File: config.mk
export PLATFORM = sky130hd
export DESIGN_NAME = xo_amp_regulator
export DESIGN_NICKNAME = d
export VERILOG_FILES = /design/src/rtl/xo_amp_pkg.sv /design/src/rtl/amp_band_cmp.sv /design/src/rtl/bias_stepper.sv /design/src/rtl/settle_tracker.sv /design/src/rtl/xo_amp_regulator.sv
export SDC_FILE = /design/constraint.sdc
export NUM_CORES = 1
export LEC_CHECK = 0
export BUFFER_PORTS_ARGS = -buffer_cell sky130_fd_sc_hd__buf_2
export CAP_MARGIN = 20
export CORE_ASPECT_RATIO = 1.1
export CORE_UTILIZATION = 55
export DETAILED_ROUTE_END_ITERATION = 8
export PLACE_DENSITY_LB_ADDON = 0.1
export SETUP_SLACK_MARGIN = 0.2
export SLEW_MARGIN = 20
export SYNTH_ARGS = -nofsm -noshare
export SYNTH_HDL_FRONTEND = slang
export SYNTH_SLANG_ARGS = --single-unit
File: constraint.sdc
create_clock -name clk -period 3.5 [get_ports clk]
set_input_delay 0.175 -clock clk [delete_from_list [all_inputs] [get_ports clk]]
set_output_delay 0.175 -clock clk [all_outputs]
set_load 0.03 [all_outputs]
File: src/rtl/xo_amp_pkg.sv
package xo_amp_pkg;
  typedef enum logic [2:0] {
    ST_IDLE   = 3'd0,
    ST_WAIT   = 3'd1,
    ST_DECIDE = 3'd2,
    ST_APPLY  = 3'd3,
    ST_HOLD   = 3'd4
  } ctl_state_e;

  typedef enum logic [1:0] {
    STEP_NONE = 2'd0,
    STEP_UP   = 2'd1,
    STEP_DN   = 2'd2
  } step_e;
endpackage

File: src/rtl/amp_band_cmp.sv
module amp_band_cmp
  import xo_amp_pkg::*;
#(
  parameter int AMP_W = 8
) (
  input  logic [AMP_W-1:0] meas,
  input  logic [AMP_W-1:0] goal,
  input  logic [AMP_W-1:0] half_band,
  output step_e            dir
);
  localparam int SUM_W = AMP_W + 1;

  logic [SUM_W-1:0] meas_hi;
  logic [SUM_W-1:0] goal_hi;

  // widened sums so band edges never overflow
  always_comb begin
    meas_hi = {1'b0, meas} + {1'b0, half_band};
    goal_hi = {1'b0, goal} + {1'b0, half_band};
    if (meas_hi < {1'b0, goal})
      dir = STEP_UP;           // swing too small: more bias
    else if ({1'b0, meas} > goal_hi)
      dir = STEP_DN;           // swing too large: less bias
    else
      dir = STEP_NONE;
  end
endmodule

File: src/rtl/bias_stepper.sv
module bias_stepper
  import xo_amp_pkg::*;
#(
  parameter int BIAS_W = 6
) (
  input  logic              clk,
  input  logic              rst_n,
  input  logic              step_en,
  input  step_e             dir,
  output logic [BIAS_W-1:0] bias,
  output logic              floor_hit,
  output logic              ceil_hit
);
  localparam logic [BIAS_W-1:0] FULL = {BIAS_W{1'b1}};

  logic [BIAS_W-1:0] bias_q, bias_d;

  always_comb begin
    bias_d = bias_q;
    if (step_en) begin
      case (dir)
        STEP_UP: if (bias_q != FULL) bias_d = bias_q + 1'b1;
        STEP_DN: if (bias_q != '0)   bias_d = bias_q - 1'b1;
        default: bias_d = bias_q;
      endcase
    end
  end

  always_ff @(posedge clk or negedge rst_n) begin
    if (!rst_n)       bias_q <= FULL;
    else if (step_en) bias_q <= bias_d;
  end

  assign bias      = bias_q;
  assign floor_hit = (bias_q == '0);
  assign ceil_hit  = (bias_q == FULL);
endmodule

File: src/rtl/settle_tracker.sv
module settle_tracker #(
  parameter int CNT_W = 4
) (
  input  logic             clk,
  input  logic             rst_n,
  input  logic             upd_en,
  input  logic             in_band,
  input  logic [CNT_W-1:0] need,
  output logic             done
);
  localparam logic [CNT_W-1:0] CNT_MAX = {CNT_W{1'b1}};

  logic [CNT_W-1:0] run_q, run_d;

  always_comb begin
    run_d = run_q;
    if (upd_en) begin
      if (!in_band)              run_d = '0;
      else if (run_q != CNT_MAX) run_d = run_q + 1'b1;
    end
  end

  always_ff @(posedge clk or negedge rst_n) begin
    if (!rst_n)      run_q <= '0;
    else if (upd_en) run_q <= run_d;
  end

  assign done = (run_q >= need);
endmodule

File: src/rtl/xo_amp_regulator.sv
module xo_amp_regulator
  import xo_amp_pkg::*;
#(
  parameter int AMP_W  = 8,
  parameter int BIAS_W = 6,
  parameter int CNT_W  = 4
) (
  input  logic              clk,
  input  logic              rst_n,
  input  logic              run_cont,
  input  logic              quiet_win,
  input  logic              sample_vld,
  input  logic [AMP_W-1:0]  sample_code,
  input  logic [AMP_W-1:0]  target_code,
  input  logic [AMP_W-1:0]  band_lsb,
  input  logic [CNT_W-1:0]  settle_len,
  output logic [BIAS_W-1:0] bias_code,
  output logic              at_floor,
  output logic              at_ceiling,
  output logic              settled
);
  ctl_state_e       state_q, state_d;
  logic [AMP_W-1:0] samp_q;
  step_e            dir_q, dir_raw;
  logic             boot_q, boot_d;
  logic             win_open;
  logic             cap_en, dec_en, app_en;

  assign win_open = run_cont | quiet_win | boot_q;

  // next-state logic
  always_comb begin
    state_d = state_q;
    cap_en  = 1'b0;
    dec_en  = 1'b0;
    app_en  = 1'b0;
    case (state_q)
      ST_IDLE:   state_d = win_open ? ST_WAIT : ST_HOLD;
      ST_WAIT: begin
        if (!win_open) state_d = ST_HOLD;
        else if (sample_vld) begin
          cap_en  = 1'b1;
          state_d = ST_DECIDE;
        end
      end
      ST_DECIDE: begin
        dec_en  = 1'b1;
        state_d = ST_APPLY;
      end
      ST_APPLY: begin
        app_en  = 1'b1;
        state_d = win_open ? ST_WAIT : ST_HOLD;
      end
      ST_HOLD:   if (win_open) state_d = ST_WAIT;
      default:   state_d = ST_IDLE;
    endcase
  end

  // start-up window closes once for good at first settle
  always_comb begin
    boot_d = boot_q;
    if (settled) boot_d = 1'b0;
  end

  always_ff @(posedge clk or negedge rst_n) begin
    if (!rst_n) begin
      state_q <= ST_IDLE;
      boot_q  <= 1'b1;
    end else begin
      state_q <= state_d;
      boot_q  <= boot_d;
    end
  end

  always_ff @(posedge clk or negedge rst_n) begin
    if (!rst_n)      samp_q <= '0;
    else if (cap_en) samp_q <= sample_code;
  end

  always_ff @(posedge clk or negedge rst_n) begin
    if (!rst_n)      dir_q <= STEP_NONE;
    else if (dec_en) dir_q <= dir_raw;
  end

  amp_band_cmp #(.AMP_W(AMP_W)) u_cmp (
    .meas      (samp_q),
    .goal      (target_code),
    .half_band (band_lsb),
    .dir       (dir_raw)
  );

  bias_stepper #(.BIAS_W(BIAS_W)) u_step (
    .clk       (clk),
    .rst_n     (rst_n),
    .step_en   (app_en),
    .dir       (dir_q),
    .bias      (bias_code),
    .floor_hit (at_floor),
    .ceil_hit  (at_ceiling)
  );

  settle_tracker #(.CNT_W(CNT_W)) u_settle (
    .clk     (clk),
    .rst_n   (rst_n),
    .upd_en  (app_en),
    .in_band (dir_q == STEP_NONE),
    .need    (settle_len),
    .done    (settled)
  );
endmodule

* Word level (Yosys, flattened, before mapping)
Cells that the tools add are included.
** Storage, ports and cells
- Word-level logic and storage cells :: 56
- Flip-flop bits (word level) :: 24
- Output and inout bits :: 9
** Operators by class
- Mux-type cells :: 17
- Add/subtract/negate cells :: 5
- Reduce and logical (&&, ||, !) cells :: 9
- Equality and inequality tests :: 14
- Bitwise gates (word level) :: 2
- $lt $le $gt $ge :: 3
** Operators with widths (number)
- $add A8 B8 Y9 :: 2
- $mux W3 :: 4
- $mux W6 :: 2
- $pmux W3 S4 :: 1
- $pmux W6 S2 :: 1
- $gt A8 B9 Y1 :: 1
- $lt A9 B8 Y1 :: 1
- $mux W4 :: 2
- $add A6 B1 Y6 const B :: 1
- $eq A3 B2 Y1 const B :: 2
- $eq A6 B6 Y1 const B :: 1
- $logic_not A6 Y1 :: 1
- $ne A6 B6 Y1 const B :: 1
- $reduce_bool A6 Y1 :: 1
- $sub A6 B1 Y6 const B :: 1
- $mux W1 :: 5
- $add A4 B1 Y4 const B :: 1
- $ge A4 B4 Y1 :: 1
- $mux W2 :: 2
- $ne A2 B1 Y1 const B :: 2
- $ne A2 B2 Y1 const B :: 2
- $ne A4 B4 Y1 const B :: 1
- $reduce_and A2 Y1 :: 2
- $reduce_and A4 Y1 :: 1
- other kinds (10) :: 11

* Longest topological paths before layout
- Depth after elaboration :: 4
- Gate-level depth with buffers :: 13

* By module
From an unflattened synthesis, not the netlist that was laid out.
** Unflattened totals
- Cell total of the unflattened synthesis :: 232
- Area total of the unflattened synthesis :: 2270.9 um^2
** Modules (own cells, without submodules)
- amp_band_cmp :: area each 974.7 um^2, cells each 116, instances 1
- xo_amp_regulator :: area each 578.1 um^2, cells each 40, instances 1
- bias_stepper :: area each 410.4 um^2, cells each 40, instances 1
- settle_tracker :: area each 307.8 um^2, cells each 36, instances 1

* Worst setup path before layout
No wires, ideal clock.
- Path kind :: flip-flop to flip-flop
- From :: register samp_q[0]
- To :: register dir_q[0]
- Setup time :: 64 ps
- Clock period less this slack :: 2501 ps
- Stages on the path, launching flop included :: 14
- Path buffers :: 0
- Data arrival time :: 2437 ps
- Path slack :: 999 ps
- Data required time :: 3436 ps
- Cells stage by stage :: dfrtp_1 ha_1 inv_1 fa_1 nor2b_1 o31a_1 o21a_1 nor2_1 xnor2_1 ha_1 a21o_1 a211oi_1 o211a_1 mux2_2
** Between the ends
- Word-level cells in the longest chain between the ends :: 3
** Ends and longest elaborated chain
- start, declared :: RTL line xo_amp_regulator.sv:23 : logic [AMP_W-1:0] samp_q;
- start signal, assigned :: RTL line xo_amp_regulator.sv:77 : else if (cap_en) samp_q <= sample_code;
- $add A8 B8 Y9 :: RTL line amp_band_cmp.sv:18 : meas_hi = {1'b0, meas} + {1'b0, half_band};
- $lt A9 B8 Y1 :: RTL line amp_band_cmp.sv:20 : if (meas_hi < {1'b0, goal})
- $mux W2 :: RTL line amp_band_cmp.sv:20
- end signal, assigned :: RTL line xo_amp_regulator.sv:82 : else if (dec_en) dir_q <= dir_raw;
- end, declared :: RTL line xo_amp_regulator.sv:24 : step_e dir_q, dir_raw;
Every way passes these cells.
A chain may end at the register's enable or synchronous reset.

* Final worst setup path
Same ends and word-level chain as after synthesis.

==> results summary <==
The core outline area came out at 3960 sq um. The count of buffers from port buffering came out at 41. The total power divided by cell area is 751 nW/um^2. The gate family responsible for the most delay along the worst path is compound AO/OA/AOI/OAI gates. The worst hold margin is about 110 ps. The critical path goes through ha_1 -> inv_1 -> fa_1 -> nor2b_1 -> o31a_1 -> o21a_1 -> nor2_1 -> xnor2_1 -> ha_1 -> a21o_1 -> a211oi_1 -> o211a_1 -> mux2_2. In the final timing run, aggregate negative setup slack is 0 ps. The cell count after synthesis came out at 250. The critical-path maximum fanout is 3.

In this design, the critical path's most frequently occurring cell is ha_1. The sequential cell area fraction in the yosys report came out at 26.6%. The maximum buffer depth of the clock tree came out at 2. The DRC violation total after the first TritonRoute iteration is 79. The pin count of the biggest net entering global routing is 25. For the pin with the worst max-slew slack, the measured transition is slightly above 500 ps. After clock tree synthesis, the repair step resized 0 gates. The type of the worst setup path is reg2reg.

The worst register-to-register path has a depth of 13. The number of enable flip-flop cells after synthesis came out at 0. TritonCTS built the clock tree. The first TritonRoute pass finished after 4 iterations. The clock arrives with around 2.2 ps of skew. The count of clock tree sinks came out at 24. The fraction of power spent switching nets came out at 44.8%. CTS built an H-tree with a depth of 1. Once the floorplan was initialized, standard cells occupied 57.8% of the core. The number of cells on the critical path is 13. between 40 and 50 I/O pins were placed. For this run, design rule violations remaining after detail routing come to 0.

A synthesized cell averages around 9.2 sq um. The sequential fraction of design power is 28.4%. The leakage power of the design is 1.37 nW. The residual antenna-violating net count after detailed routing came out at 0. The share of cells above drive strength 1 is 22.4%. Summed over all layers, the global routing overflow is 0. The clock power share came out at 9.5%. The full die area is 4430 sq um. The total vias in the final route came out at 1864. The endpoint required time on the critical path came out at 3710 ps. The run finished with clean final reports. The final critical delay including setup and external delays is 2760 ps. The post-detailed-placement half-perimeter wirelength is 3510 um.

Among all stages on the critical path, the largest delay is contributed by fa_1. The via count of the first global-routing pass was 1867. Headroom to the max-slew limit came out at 65.8%.

The number of antenna violations at the first check in global routing was 0. In this run the clock root is driven by a clkbuf_8. The number of rows created at floorplan is 24. The critical path buffer and inverter count came out at 1. The antenna diode instance count came out at 0.

The number of inserted filler cells in the final layout came out at roughly 370. The global-route wire length before repair came out at 7780 um. The net switching component of the power came out at 879 uW. Clock tree synthesis inserted a total of 3 buffers.

The number of warnings reported in the yosys synthesis log came out at 0. The floorplan die width came out at 63.5 um. The final setup violation count is 0. Setup repair after global routing left no endpoint under its margin. The async set-reset flop share out of synthesis is 100%.

The later-pin clock latency in the skew report is 260 ps. The peak ir drop on the vdd network is 0.436 mV. The number of nets produced by synthesis is 329. The number of pins exceeding their max-slew limit in the final report came out at 0. The die boundary height is 69.7 um. The min-delay analysis places its worst path in the category in2reg. The cell internal power dissipation is 1.09 mW. The number of library cell types mapped by synthesis came out at 43. The final weighted congestion of routability-driven global placement is 0.818. The worst setup path is launched from a flop. The detailed-route vias per instance is 5.37. Across the run, the number of max-cap violations was 0. The worst hold path cell count came out at 3.

The growth of design area from synthesis to finish came out at 14.1%. The fraction of power consumed by combinational cells came out at a little over 60%. The category of the worst setup path capture point is a flop. The timing-limited maximum frequency came out at about 360 MHz. Summed over all layers, the routed wires come to 4210 um. In the global route stage, overall resource usage came out at 21.5%.

In this run the cell area of the synthesized design comes to 2290 sq um. The biggest cell delay along the critical path is 400 ps. The period utilization came out at 79.0%. The instance count after placement with tap cells included is 342. The final-report hold violation count was 0. For this run, the post-layout net count is 375. The number of cells in the finished layout apart from fillers is 347. Clock-pin slew was measured on the worst setup and hold paths at 80 ps. The post-detailed-route wirelength per cell is 12.1 um. The worst path arrival time is 2970 ps.

The number of synthesized register bits is 24. For this run, the leading register cell type out of synthesis is dfrtp_1.
-- sequential cells by signal, indices dropped and copies added, names as in the netlist --
register,count
samp_q,8
u_step.bias,6
u_settle.run_q,4
state_q,3
dir_q,2
boot_q,1
-- through the flow --
stage                     cell area (sq um)  utilization (%)  power [mW]  setup slack [ps]
after floorplan                        2290                -        1.51               999
after global placement                 2550             64.3        1.75               842
after detailed placement               2550             64.3        1.78               794
after CTS                              2620             66.0        1.98               756
after global routing                   2620             66.0        2.18               507
final                                  2620             66.0        1.96               736
-- path summary, 6_finish.rpt --
| path | start | slack [ps] | to |
|---|---|---|---|
| setup / recovery | samp_q[0] | 740 | dir_q[0] |
| hold / removal | sample_code[0] | 110 | samp_q[0] |
| setup reg to reg | samp_q[0] | 740 | dir_q[0] |
| hold reg to reg | boot_q | 450 | boot_q |
| max in group asynchronous | rst_n | 2730 | u_step.bias[4] |
| min in group asynchronous | rst_n | 410 | samp_q[5] |
-- layout make-up --
cell class / count / area, sq um / share of cell area, %
clock buffers: 4 / 55.1 / 2.11
well taps: 52 / 65.1 / 2.49
inverters: 29 / 109 / 4.16
repair buffers: 42 / 215 / 8.23
multi-input cells: 196 / 1560 / 59.7
flip-flops and latches: 24 / 609 / 23.3
-- what timing repair did --
action | in CTS | in global routing
hold endpoints to repair | 17 | 0
setup buffers | 0 | 0
hold buffers | 1 | 0
-- Yosys cell counts, types with 11 or more instances --
| cell type | instances | area, sq um |
|---|---|---|
| ha_1 | 43 | 538 |
| a21oi_1 | 13 | 65.1 |
| nand2_1 | 17 | 63.8 |
| o21ai_0 | 17 | 85.1 |
| a21o_1 | 11 | 82.6 |
| dfrtp_1 | 17 | 425 |
| inv_1 | 29 | 109 |
| nor2_1 | 13 | 48.8 |
-- tightest hold or removal path: stages --
cell and delay [ps]:
buf_2 70, nand2_1 30, o21ai_0 60
-- per-layer routing --
layer	wire length [um]	global-route usage (%)	share of wire (%)
met1	2070	28.6	49
met2	1980	36.3	47
met3	124	4.11	2.9
met4	29	3.54	0.69
met5	0	0	0
-- power by group through the flow --
| stage | Combinational [mW] | Clock, mW | Sequential (mW) |
|---|---|---|---|
| 6_report | 1.22 | 0.186 | 0.557 |
| 5_1_grt | 1.40 | 0.203 | 0.578 |
| 4_1_cts | 1.23 | 0.191 | 0.559 |
| 3_5_place_dp | 1.22 | 0 | 0.564 |
| 3_3_place_gp | 1.19 | 0 | 0.558 |
| 2_1_floorplan | 0.918 | 0 | 0.590 |
-- cell usage in the layout (no fill, tap or decap), types with 11 or more instances in the layout --
cell type / instances
a21o_1: 11
a21oi_1: 13
buf_2: 41
dfrtp_1: 17
ha_1: 43
inv_1: 29
nand2_1: 17
nor2_1: 13
o21ai_0: 17
-- cells by family after synthesis --
kind of cell	synth area share (%)
flops	26.6
buf+inv	5.24
fa+ha+maj	26.1
mux	3.88
xor+xnor	5.35
compound gates	18.1
simple gates	14.7
(Power assumes the default switching activity.)
